<file path="config.mk">
export PLATFORM = sky130hd
export DESIGN_NAME = motor_out_ctrl
export DESIGN_NICKNAME = d
export VERILOG_FILES = /design/src/rtl/motor_out_pkg.sv /design/src/rtl/pwm_timebase.sv /design/src/rtl/duty_scale.sv /design/src/rtl/motor_chan.sv /design/src/rtl/motor_out_ctrl.sv
export SDC_FILE = /design/constraint.sdc
export NUM_CORES = 1
export LEC_CHECK = 0
export BUFFER_PORTS_ARGS = -buffer_cell sky130_fd_sc_hd__buf_2
export CAP_MARGIN = 30
export CORE_MARGIN = 2
export CORE_UTILIZATION = 66
export DETAILED_ROUTE_END_ITERATION = 10
export PLACE_DENSITY = 0.84
export RECOVER_POWER = 50
export SYNTH_ARGS = -nofsm -noshare
export SYNTH_HDL_FRONTEND = slang
export SYNTH_SLANG_ARGS = --single-unit
</file>
<file path="constraint.sdc">
create_clock -name clk_i -period 4.9 [get_ports clk_i]
set_input_delay 0.98 -clock clk_i [delete_from_list [all_inputs] [get_ports clk_i]]
set_output_delay 0.98 -clock clk_i [all_outputs]
set_load 0.01 [all_outputs]
</file>
<file path="src/rtl/motor_out_pkg.sv">
package motor_out_pkg;

  typedef enum logic [2:0] {
    DM_BRAKE,
    DM_COAST,
    DM_FWD_COAST,
    DM_FWD_BRAKE,
    DM_REV_COAST,
    DM_REV_BRAKE
  } drive_mode_e;

  function automatic drive_mode_e pick_mode(logic signed [7:0] duty, logic brake);
    if (duty == 8'sd0) return brake ? DM_BRAKE : DM_COAST;
    if (duty[7])       return brake ? DM_REV_BRAKE : DM_REV_COAST;
    return brake ? DM_FWD_BRAKE : DM_FWD_COAST;
  endfunction

endpackage

</file>
<file path="src/rtl/pwm_timebase.sv">
module pwm_timebase #(
  parameter int CNT_W = 8,
  parameter int TOP   = 255
) (
  input  logic             clk_i,
  input  logic             rst_ni,
  output logic [CNT_W-1:0] cnt_o,
  output logic             at_top_o
);
  localparam logic [CNT_W-1:0] TOP_V = CNT_W'(TOP);

  logic [CNT_W-1:0] cnt_q;

  always_ff @(posedge clk_i or negedge rst_ni) begin
    if (!rst_ni)           cnt_q <= '0;
    else if (cnt_q == TOP_V) cnt_q <= '0;
    else                   cnt_q <= cnt_q + 1'b1;
  end

  assign cnt_o    = cnt_q;
  assign at_top_o = (cnt_q == TOP_V);

  AST_CNT_IN_RANGE: assert property (@(posedge clk_i) disable iff (!rst_ni)
    cnt_q <= TOP_V);
  AST_CNT_WRAP: assert property (@(posedge clk_i) disable iff (!rst_ni)
    at_top_o |=> (cnt_q == '0));
endmodule

</file>
<file path="src/rtl/duty_scale.sv">
module duty_scale #(
  parameter int CNT_W = 8,
  parameter int TOP   = 255
) (
  input  logic signed [7:0] duty_i,
  output logic [CNT_W-1:0]  cmp_o
);
  localparam int PROD_W = 16;
  localparam logic [PROD_W-1:0] CMP_MAX = PROD_W'((1 << CNT_W) - 1);

  logic [7:0]        mag;
  logic [PROD_W-1:0] prod;
  logic [PROD_W-1:0] quot;

  always_comb begin
    mag   = duty_i[7] ? 8'(-duty_i) : 8'(duty_i);
    prod  = PROD_W'(mag) * PROD_W'(TOP);
    quot  = prod / PROD_W'(100);
    cmp_o = (quot > CMP_MAX) ? CNT_W'(CMP_MAX) : CNT_W'(quot);
    if (mag <= 8'd100) begin
      AST_CMP_BOUND: assert (32'(cmp_o) <= 32'(TOP));
    end
  end
endmodule

</file>
<file path="src/rtl/motor_chan.sv">
module motor_chan
  import motor_out_pkg::*;
#(
  parameter int CNT_W = 8
) (
  input  logic             clk_i,
  input  logic             rst_ni,
  input  logic             at_top_i,
  input  logic [CNT_W-1:0] cnt_i,
  input  logic             hit_i,
  input  drive_mode_e      mode_i,
  input  logic [CNT_W-1:0] cmp_i,
  output logic             dir0_o,
  output logic             dir0_oe_o,
  output logic             dir1_o,
  output logic             dir1_oe_o,
  output logic             pwm_o
);
  drive_mode_e      pend_mode_q, act_mode_q;
  logic [CNT_W-1:0] pend_cmp_q,  act_cmp_q;
  logic             pend_v_q;

  // staged request, promoted only at counter top
  always_ff @(posedge clk_i or negedge rst_ni) begin
    if (!rst_ni) begin
      pend_mode_q <= DM_BRAKE;
      pend_cmp_q  <= '0;
      pend_v_q    <= 1'b0;
      act_mode_q  <= DM_BRAKE;
      act_cmp_q   <= '0;
    end else if (at_top_i) begin
      pend_v_q <= 1'b0;
      if (hit_i) begin
        act_mode_q <= mode_i;
        act_cmp_q  <= cmp_i;
      end else if (pend_v_q) begin
        act_mode_q <= pend_mode_q;
        act_cmp_q  <= pend_cmp_q;
      end
    end else if (hit_i) begin
      pend_mode_q <= mode_i;
      pend_cmp_q  <= cmp_i;
      pend_v_q    <= 1'b1;
    end
  end

  logic pwm_noninv, pwm_inv;
  assign pwm_noninv = (cnt_i <  act_cmp_q);
  assign pwm_inv    = (cnt_i >= act_cmp_q);

  always_comb begin
    dir0_o = 1'b0; dir0_oe_o = 1'b1;
    dir1_o = 1'b0; dir1_oe_o = 1'b1;
    pwm_o  = 1'b0;
    unique case (act_mode_q)
      DM_BRAKE: begin
        dir0_o = 1'b1; dir1_o = 1'b1; pwm_o = 1'b1;
      end
      DM_COAST: ;
      DM_FWD_COAST: begin
        dir0_oe_o = 1'b0; pwm_o = pwm_noninv;
      end
      DM_FWD_BRAKE: begin
        dir0_o = 1'b1; dir1_oe_o = 1'b0; pwm_o = pwm_inv;
      end
      DM_REV_COAST: begin
        dir1_oe_o = 1'b0; pwm_o = pwm_noninv;
      end
      DM_REV_BRAKE: begin
        dir1_o = 1'b1; dir0_oe_o = 1'b0; pwm_o = pwm_inv;
      end
      default: ;
    endcase
  end

  AST_PINS_ONLY_AFTER_TOP: assert property (@(posedge clk_i) disable iff (!rst_ni)
    !$past(at_top_i) |-> $stable({dir0_o, dir0_oe_o, dir1_o, dir1_oe_o}));
  AST_ONE_LINE_RELEASED: assert property (@(posedge clk_i) disable iff (!rst_ni)
    $countones({~dir0_oe_o, ~dir1_oe_o}) <= 1);
  AST_RELEASED_LEVEL_LOW: assert property (@(posedge clk_i) disable iff (!rst_ni)
    (!dir0_oe_o |-> !dir0_o) and (!dir1_oe_o |-> !dir1_o));
  AST_BRAKE_PWM_HIGH: assert property (@(posedge clk_i) disable iff (!rst_ni)
    (dir0_o && dir1_o && dir0_oe_o && dir1_oe_o) |-> pwm_o);
  AST_COAST_PWM_LOW: assert property (@(posedge clk_i) disable iff (!rst_ni)
    (!dir0_o && !dir1_o && dir0_oe_o && dir1_oe_o) |-> !pwm_o);
endmodule

</file>
<file path="src/rtl/motor_out_ctrl.sv">
module motor_out_ctrl
  import motor_out_pkg::*;
#(
  parameter int NUM_CH = 3,
  parameter int CNT_W  = 8,
  parameter int TOP    = 255,
  localparam int CH_W  = (NUM_CH > 1) ? $clog2(NUM_CH) + ((NUM_CH & (NUM_CH - 1)) == 0 ? 1 : 0) : 1
) (
  input  logic                clk_i,
  input  logic                rst_ni,
  input  logic                wr_i,
  input  logic [CH_W-1:0]     ch_i,
  input  logic signed [7:0]   duty_i,
  input  logic                mask_wr_i,
  input  logic [NUM_CH-1:0]   mask_i,
  output logic [NUM_CH-1:0]   dir0_o,
  output logic [NUM_CH-1:0]   dir0_oe_o,
  output logic [NUM_CH-1:0]   dir1_o,
  output logic [NUM_CH-1:0]   dir1_oe_o,
  output logic [NUM_CH-1:0]   pwm_o
);
  logic [NUM_CH-1:0] mask_q;
  logic [CNT_W-1:0]  cnt;
  logic              at_top;
  logic [CNT_W-1:0]  cmp;
  logic              ch_ok;
  logic              brake_sel;
  drive_mode_e       req_mode;
  logic [NUM_CH-1:0] hit;

  always_ff @(posedge clk_i or negedge rst_ni) begin
    if (!rst_ni)        mask_q <= '1;
    else if (mask_wr_i) mask_q <= mask_i;
  end

  pwm_timebase #(.CNT_W(CNT_W), .TOP(TOP)) u_tb (
    .clk_i    (clk_i),
    .rst_ni   (rst_ni),
    .cnt_o    (cnt),
    .at_top_o (at_top)
  );

  duty_scale #(.CNT_W(CNT_W), .TOP(TOP)) u_scale (
    .duty_i (duty_i),
    .cmp_o  (cmp)
  );

  always_comb begin
    ch_ok     = (32'(ch_i) < NUM_CH);
    brake_sel = 1'b1;
    for (int i = 0; i < NUM_CH; i++)
      if (32'(ch_i) == i) brake_sel = mask_q[i];
    req_mode  = pick_mode(duty_i, brake_sel);
  end

  for (genvar g = 0; g < NUM_CH; g++) begin : g_ch
    assign hit[g] = wr_i && ch_ok && (32'(ch_i) == g);

    motor_chan #(.CNT_W(CNT_W)) u_chan (
      .clk_i     (clk_i),
      .rst_ni    (rst_ni),
      .at_top_i  (at_top),
      .cnt_i     (cnt),
      .hit_i     (hit[g]),
      .mode_i    (req_mode),
      .cmp_i     (cmp),
      .dir0_o    (dir0_o[g]),
      .dir0_oe_o (dir0_oe_o[g]),
      .dir1_o    (dir1_o[g]),
      .dir1_oe_o (dir1_oe_o[g]),
      .pwm_o     (pwm_o[g])
    );
  end

  AST_SINGLE_TARGET: assert property (@(posedge clk_i) disable iff (!rst_ni)
    $onehot0(hit));
  AST_BAD_CH_NO_HIT: assert property (@(posedge clk_i) disable iff (!rst_ni)
    (wr_i && 32'(ch_i) >= NUM_CH) |-> (hit == '0));
endmodule

</file>
==> reports/metrics.csv, run 1 <==
stage;metric;value;unit
placement;placer congestion estimate;0.9543;
sta;worst endpoint after global-route timing repair;g_ch[1].u_chan.act_cmp_q[0]$_DFFE_PN0P_/D;
clock_network;Sink Count;80;
clock_network;# H-tree levels;3;
placement;Detailed Place HPWL;17.51;mm
die;die span in y;115.0;um
placement;placed cells;1308;
yosys;#FFs+latches synth;80;
outcome;Halt Stage;global routing (5_1_grt);
clock_network;# hold bufs at CTS;0;
yosys;sequential share of the synthesized area;0.2465;
global_routing;Tot GR Track Use;0.8432;
yosys;Unique masters post-synth;96;
clock_network;number of CTS-inserted buffers;9;
outcome;outcome;aborted with a tool error;
die;Top-Level Pins;32;
yosys;Post-synth EDFFs;0;
yosys;cells after synthesis;983;
sta;type of pin the worst path ends at;sequential cell input;
yosys;top cells by area, synth;dfrtp_1, ha_1, o21ai_0;
clock_network;Root Driver;clkbuf_16;
global_routing;GR Overflow Total;224;
placement;Port-buffer cells;31;
die;Rows;40;
yosys;Synth warnings;0;
global_routing;largest net degree at the start of global routing;81;
yosys;leading area contributor after synthesis;dfrtp_1;
yosys;Async SR Flop Fraction;1.000;
die;Starting Density;0.6775;
clock_network;Max clock buf depth;2;
yosys;Syn Nets;1091;
yosys;Post-Syn Area;0.008138;mm2
yosys;post-synth top area share;0.2368;
yosys;Avg Inst Size Synth;8.279;um2
die;Die Wd;115.0;um
yosys;main flop type after synthesis;dfrtp_1;
outcome;Err;[ERROR GRT-0232] Routing congestion too high. Check the congestion heatmap in the GUI.;
==> through the flow <==
stage	setup WS, ps	instance area (um2)	util
after CTS	-4876	10980	0.9138
after detailed placement	-5590	9973	0.8303
after global placement	-5337	9973	0.8303
after floorplan	-4893	8394	-
==> cells in the mapped netlist (4+ instances only) <==
cell type  count
o21a_1         9
inv_1         88
clkbuf_1      31
a21o_1        19
buf_2          4
o21ai_1       13
mux2i_1       12
o211ai_1       6
nand3_1       17
nand4_1        9
nor3_2         4
mux2_2        14
and2_1         8
or2_2          8
nand3b_1       5
nand2b_1       8
dfrtp_1       77
buf_4         15
and3_1        10
xor2_1        18
ha_1          69
nor2_1        75
fa_1          22
nand2_1      113
a21oi_1       56
xnor2_1       26
nor3_1        13
a211o_1        4
nor2b_1        8
o211a_1        4
o22ai_1        5
o21ai_0       89
a211oi_1      11
a31oi_1        7
==> per-layer routing <==
layer,GRT overflow,global-route usage
met5,0,0.2593
met4,83,0.8988
met2,140,1.015
met3,1,0.6974
met1,0,0.8187
==> repair_timing <==
item | 4_1_cts
setup buffers | 34
pin swaps | 59
setup endpoints to repair | 48
resized for setup | 106
==> cells by family after synthesis <==
| group | after synthesis | synth area share |
|---|---|---|
| buffers and inverters | 139 | 0.07257 |
| adder cells (fa/ha/maj) | 92 | 0.1614 |
| AND/OR/NAND/NOR | 311 | 0.1920 |
| XOR/XNOR | 45 | 0.04935 |
| AO/OA/AOI/OAI | 290 | 0.2440 |
| flip-flops | 80 | 0.2465 |
| multiplexers | 26 | 0.03413 |
==> run 2, diff against run 1 <==
Settings changed: CORE_UTILIZATION 66 to 40, PLACE_DENSITY 0.84 to not set, PLACE_DENSITY_LB_ADDON set to 0.15.
==> run 2 against run 1 <==
Net effect:
- the flow now finishes, with violations (capacitance limit, slew limit, setup timing)
- area after synthesis did not move
- synthesized cell count did not move
==> reports/metrics.csv, run 2 <==
stage;metric;value;unit
outcome;outcome;finished with violations;
outcome;failing checks;capacitance limit, slew limit, setup timing;
clock_network;Max clock buf depth;2;
critical_path;Worst Path Arrival;10080;ps
yosys;Syn Nets;1091;
die;Starting Density;0.4048;
clock_network;# H-tree levels;3;
yosys;Avg Inst Size Synth;8.279;um2
yosys;top-count cell post-synth;nand2_1;
sta;Worst-Margin Slew;2372;ps
clock_network;CTS tree;yes;
worst_hold_path;Hold Path Depth;1;
critical_path;CP Max Fanout;5;
sta;RSZ-0062 raised after global routing;yes;
yosys;largest family of logic cells by synthesized area;compound AO/OA/AOI/OAI gates;
placement;placer congestion estimate;0.8907;
sta;Setup Skew;10.98;ps
worst_hold_path;min-delay worst type;reg2reg;
detailed_routing;detailed-route DRC error count;0;
critical_path;crit-path max cell delay;600;ps
yosys;Unique masters post-synth;96;
worst_hold_path;min-delay src;g_ch[1].u_chan.act_cmp_q[1];
worst_hold_path;Hold Path End;g_ch[1].u_chan.act_cmp_q[1];
final_layout;Area Growth Syn to Fin;40.01;%
die;die span in y;146.6;um
yosys;Adder-Cell Fraction of Synth Area;0.1614;
clock_network;Worst-path clk slew;60;ps
yosys;Async SR Flop Fraction;1.000;
yosys;Synth warnings;0;
final_layout;Seq. cell area;0.002006;mm2
final_layout;diodes inserted;0;
yosys;commonest cells in the netlist;nand2_1, o21ai_0, inv_1;
die;Core Footprint;0.02010;mm2
detailed_routing;Initial DRC Count;300;
sta;Rel. slew slack;-0.5814;
clock_network;Sink Count;80;
yosys;#FFs+latches synth;80;
yosys;Synth Area in Simple Gates;0.1920;
yosys;multiplexer share of the synthesized area;0.03413;
sta;max-slew violation count;54;
detailed_routing;Via density;5.157;
final_layout;Fillers;1804;
critical_path;r2r setup slk;2510;ps
clock_network;Root Driver;clkbuf_16;
yosys;Synth Area in Compound Gates;0.2440;
yosys;main flop type after synthesis;dfrtp_1;
die;Top-Level Pins;32;
placement;placed cells;1432;
final_layout;most frequent cells in the layout;buf_4, nand2_1, inv_1;
placement;Detailed Place HPWL;15.92;mm
critical_path;worst r2r src;u_tb.cnt_o[1];
die;Die Area;0.02150;mm2
die;Rows;52;
clock_network;clock latency at the later pin of the worst-skew pair;340;ps
critical_path;CP Data Required Time;5100;ps
global_routing;antenna violations before repair;0;
yosys;sequential share of the synthesized area;0.2465;
detailed_routing;vias;7663;
clock_network;number of CTS-inserted buffers;9;
final_layout;Regs by FF count;g_ch.u_chan.act_cmp_q (24), g_ch.u_chan.pend_cmp_q (24);
final_layout;Multi-input gate area;0.006365;mm2
critical_path;CP endpoint kind;register;
final_layout;commonest non-fill, non-tap cell in the layout;buf_4;
global_routing;GR Overflow Total;0;
yosys;Post-synth EDFFs;0;
yosys;Synth Area in XOR/XNOR;0.04935;
global_routing;Tot GR Track Use;0.1952;
sta;Fmax achieved;101.2;MHz
critical_path;Reg2Reg Depth;6;
detailed_routing;Pre-antenna DRT Iters;5;
yosys;cells after synthesis;983;
final_layout;nets;1319;
sta;final worst slack;-4980;ps
critical_path;most frequent CP cell;buf_4;
critical_path;reg-to-reg endpoint;g_ch[2].u_chan.pend_mode_q[2];
placement;dpl cell area;0.01017;mm2
detailed_routing;overall routed net length;21.07;mm
sta;count of final setup violators;48;
placement;Port-buffer cells;31;
yosys;leading area contributor after synthesis;dfrtp_1;
flow_run;Max Cap Viol;2;
critical_path;critical path class;in2reg;
yosys;top cells by area, synth;dfrtp_1, ha_1, o21ai_0;
global_routing;vias in the first global route;7490;
critical_path;Worst Setup Start Kind;input pin;
sta;Final Hold Fails;0;
final_layout;fin cells;1486;
sta;Final Critical Period;9880;ps
critical_path;Slowest-stage cell, CP;or4_4;
die;Die Wd;146.6;um
sta;Final period util;2.016;
yosys;post-synth top area share;0.2368;
final_layout;share of layout cells above drive strength 1;0.3775;
global_routing;largest net degree at the start of global routing;54;
detailed_routing;DR WL/cell;14.18;um
yosys;Post-Syn Area;0.008138;mm2
global_routing;first-pass GRT wire length;35.18;mm
final_layout;fin area;0.01139;mm2
detailed_routing;Antenna Nets Post-Route;0;
-- run 2: cell counts after synthesis --
No cell type changed its count.
-- run 2: final cells by class --
type	instances	share of cell area
Tap cell	270	0.02965
Clock buffer	9	0.01977
Timing Repair Buffer	268	0.1811
Multi-Input combinational cell	764	0.5586
Clock inverter	7	0.005491
Sequential cell	80	0.1760
Inverter	88	0.02932
-- run 2: what timing repair did --
action	in CTS	in global routing
endpoints found under the hold margin	0	0
pin swaps	42	20
buffers inserted	25	14
resized for setup	113	49
hold buffers	0	0
setup endpoints to repair	48	48
-- run 2: worst max-delay path, delay by kind of cell --
| kind | cells | cell delay, ps |
|---|---|---|
| AND/OR/NAND/NOR | 11 | 2940 |
| buffers and inverters | 10 | 1350 |
| XOR/XNOR | 1 | 240 |
| AO/OA/AOI/OAI | 13 | 2020 |
| adder cells (fa/ha/maj) | 6 | 2540 |
-- run 2: worst max path at each step --
stage                                         endpoint       from  depth (start not counted)  slack [ps]
after floorplan           g_ch[1].u_chan.pend_cmp_q[0]  duty_i[0]                         37       -4890
after global placement    g_ch[2].u_chan.pend_cmp_q[0]  duty_i[2]                         42       -5360
after detailed placement  g_ch[0].u_chan.pend_cmp_q[0]  duty_i[0]                         42       -5400
after CTS                 g_ch[1].u_chan.pend_cmp_q[0]  duty_i[0]                         38       -4770
after global routing      g_ch[2].u_chan.pend_cmp_q[0]  duty_i[0]                         42       -5470
final                     g_ch[1].u_chan.pend_cmp_q[0]  duty_i[0]                         41       -4980
-- run 2: metrics by stage --
step | hold WS (ps) | util | setup WS (ps) | TNS [ps]
3_5_place_dp | 466.3 | 0.5057 | -5401 | -191240
4_1_cts | 480.3 | 0.5526 | -4773 | -162910
3_3_place_gp | 458.4 | 0.5044 | -5363 | -190360
5_1_grt | 503.3 | 0.5667 | -5465 | -189620
6_report | 476.4 | 0.5667 | -4980 | -169820
2_1_floorplan | 444.7 | - | -4893 | -159600
-- run 2: cell families (layout without fill, tap and decap cells) --
logic type      after synthesis  count (layout)
mux                          26              26
simple gates                311             311
compound gates              290             290
flops                        80              80
fa+ha+maj                    92              92
buf+inv                     139             372
xor+xnor                     45              45
-- run 2: routing by layer --
layer	GRT usage	wire length, um	vias up
met2	0.3533	10660	98
li1	-	-	3940
met5	0	0	-
met4	0.05777	503	0
met3	0.01344	399	26
met1	0.2496	9505	3599
Power of run 2 is left out: the tool's default activity adds up to more than one toggle a clock period on the data nets, which glitch-free logic cannot reach.
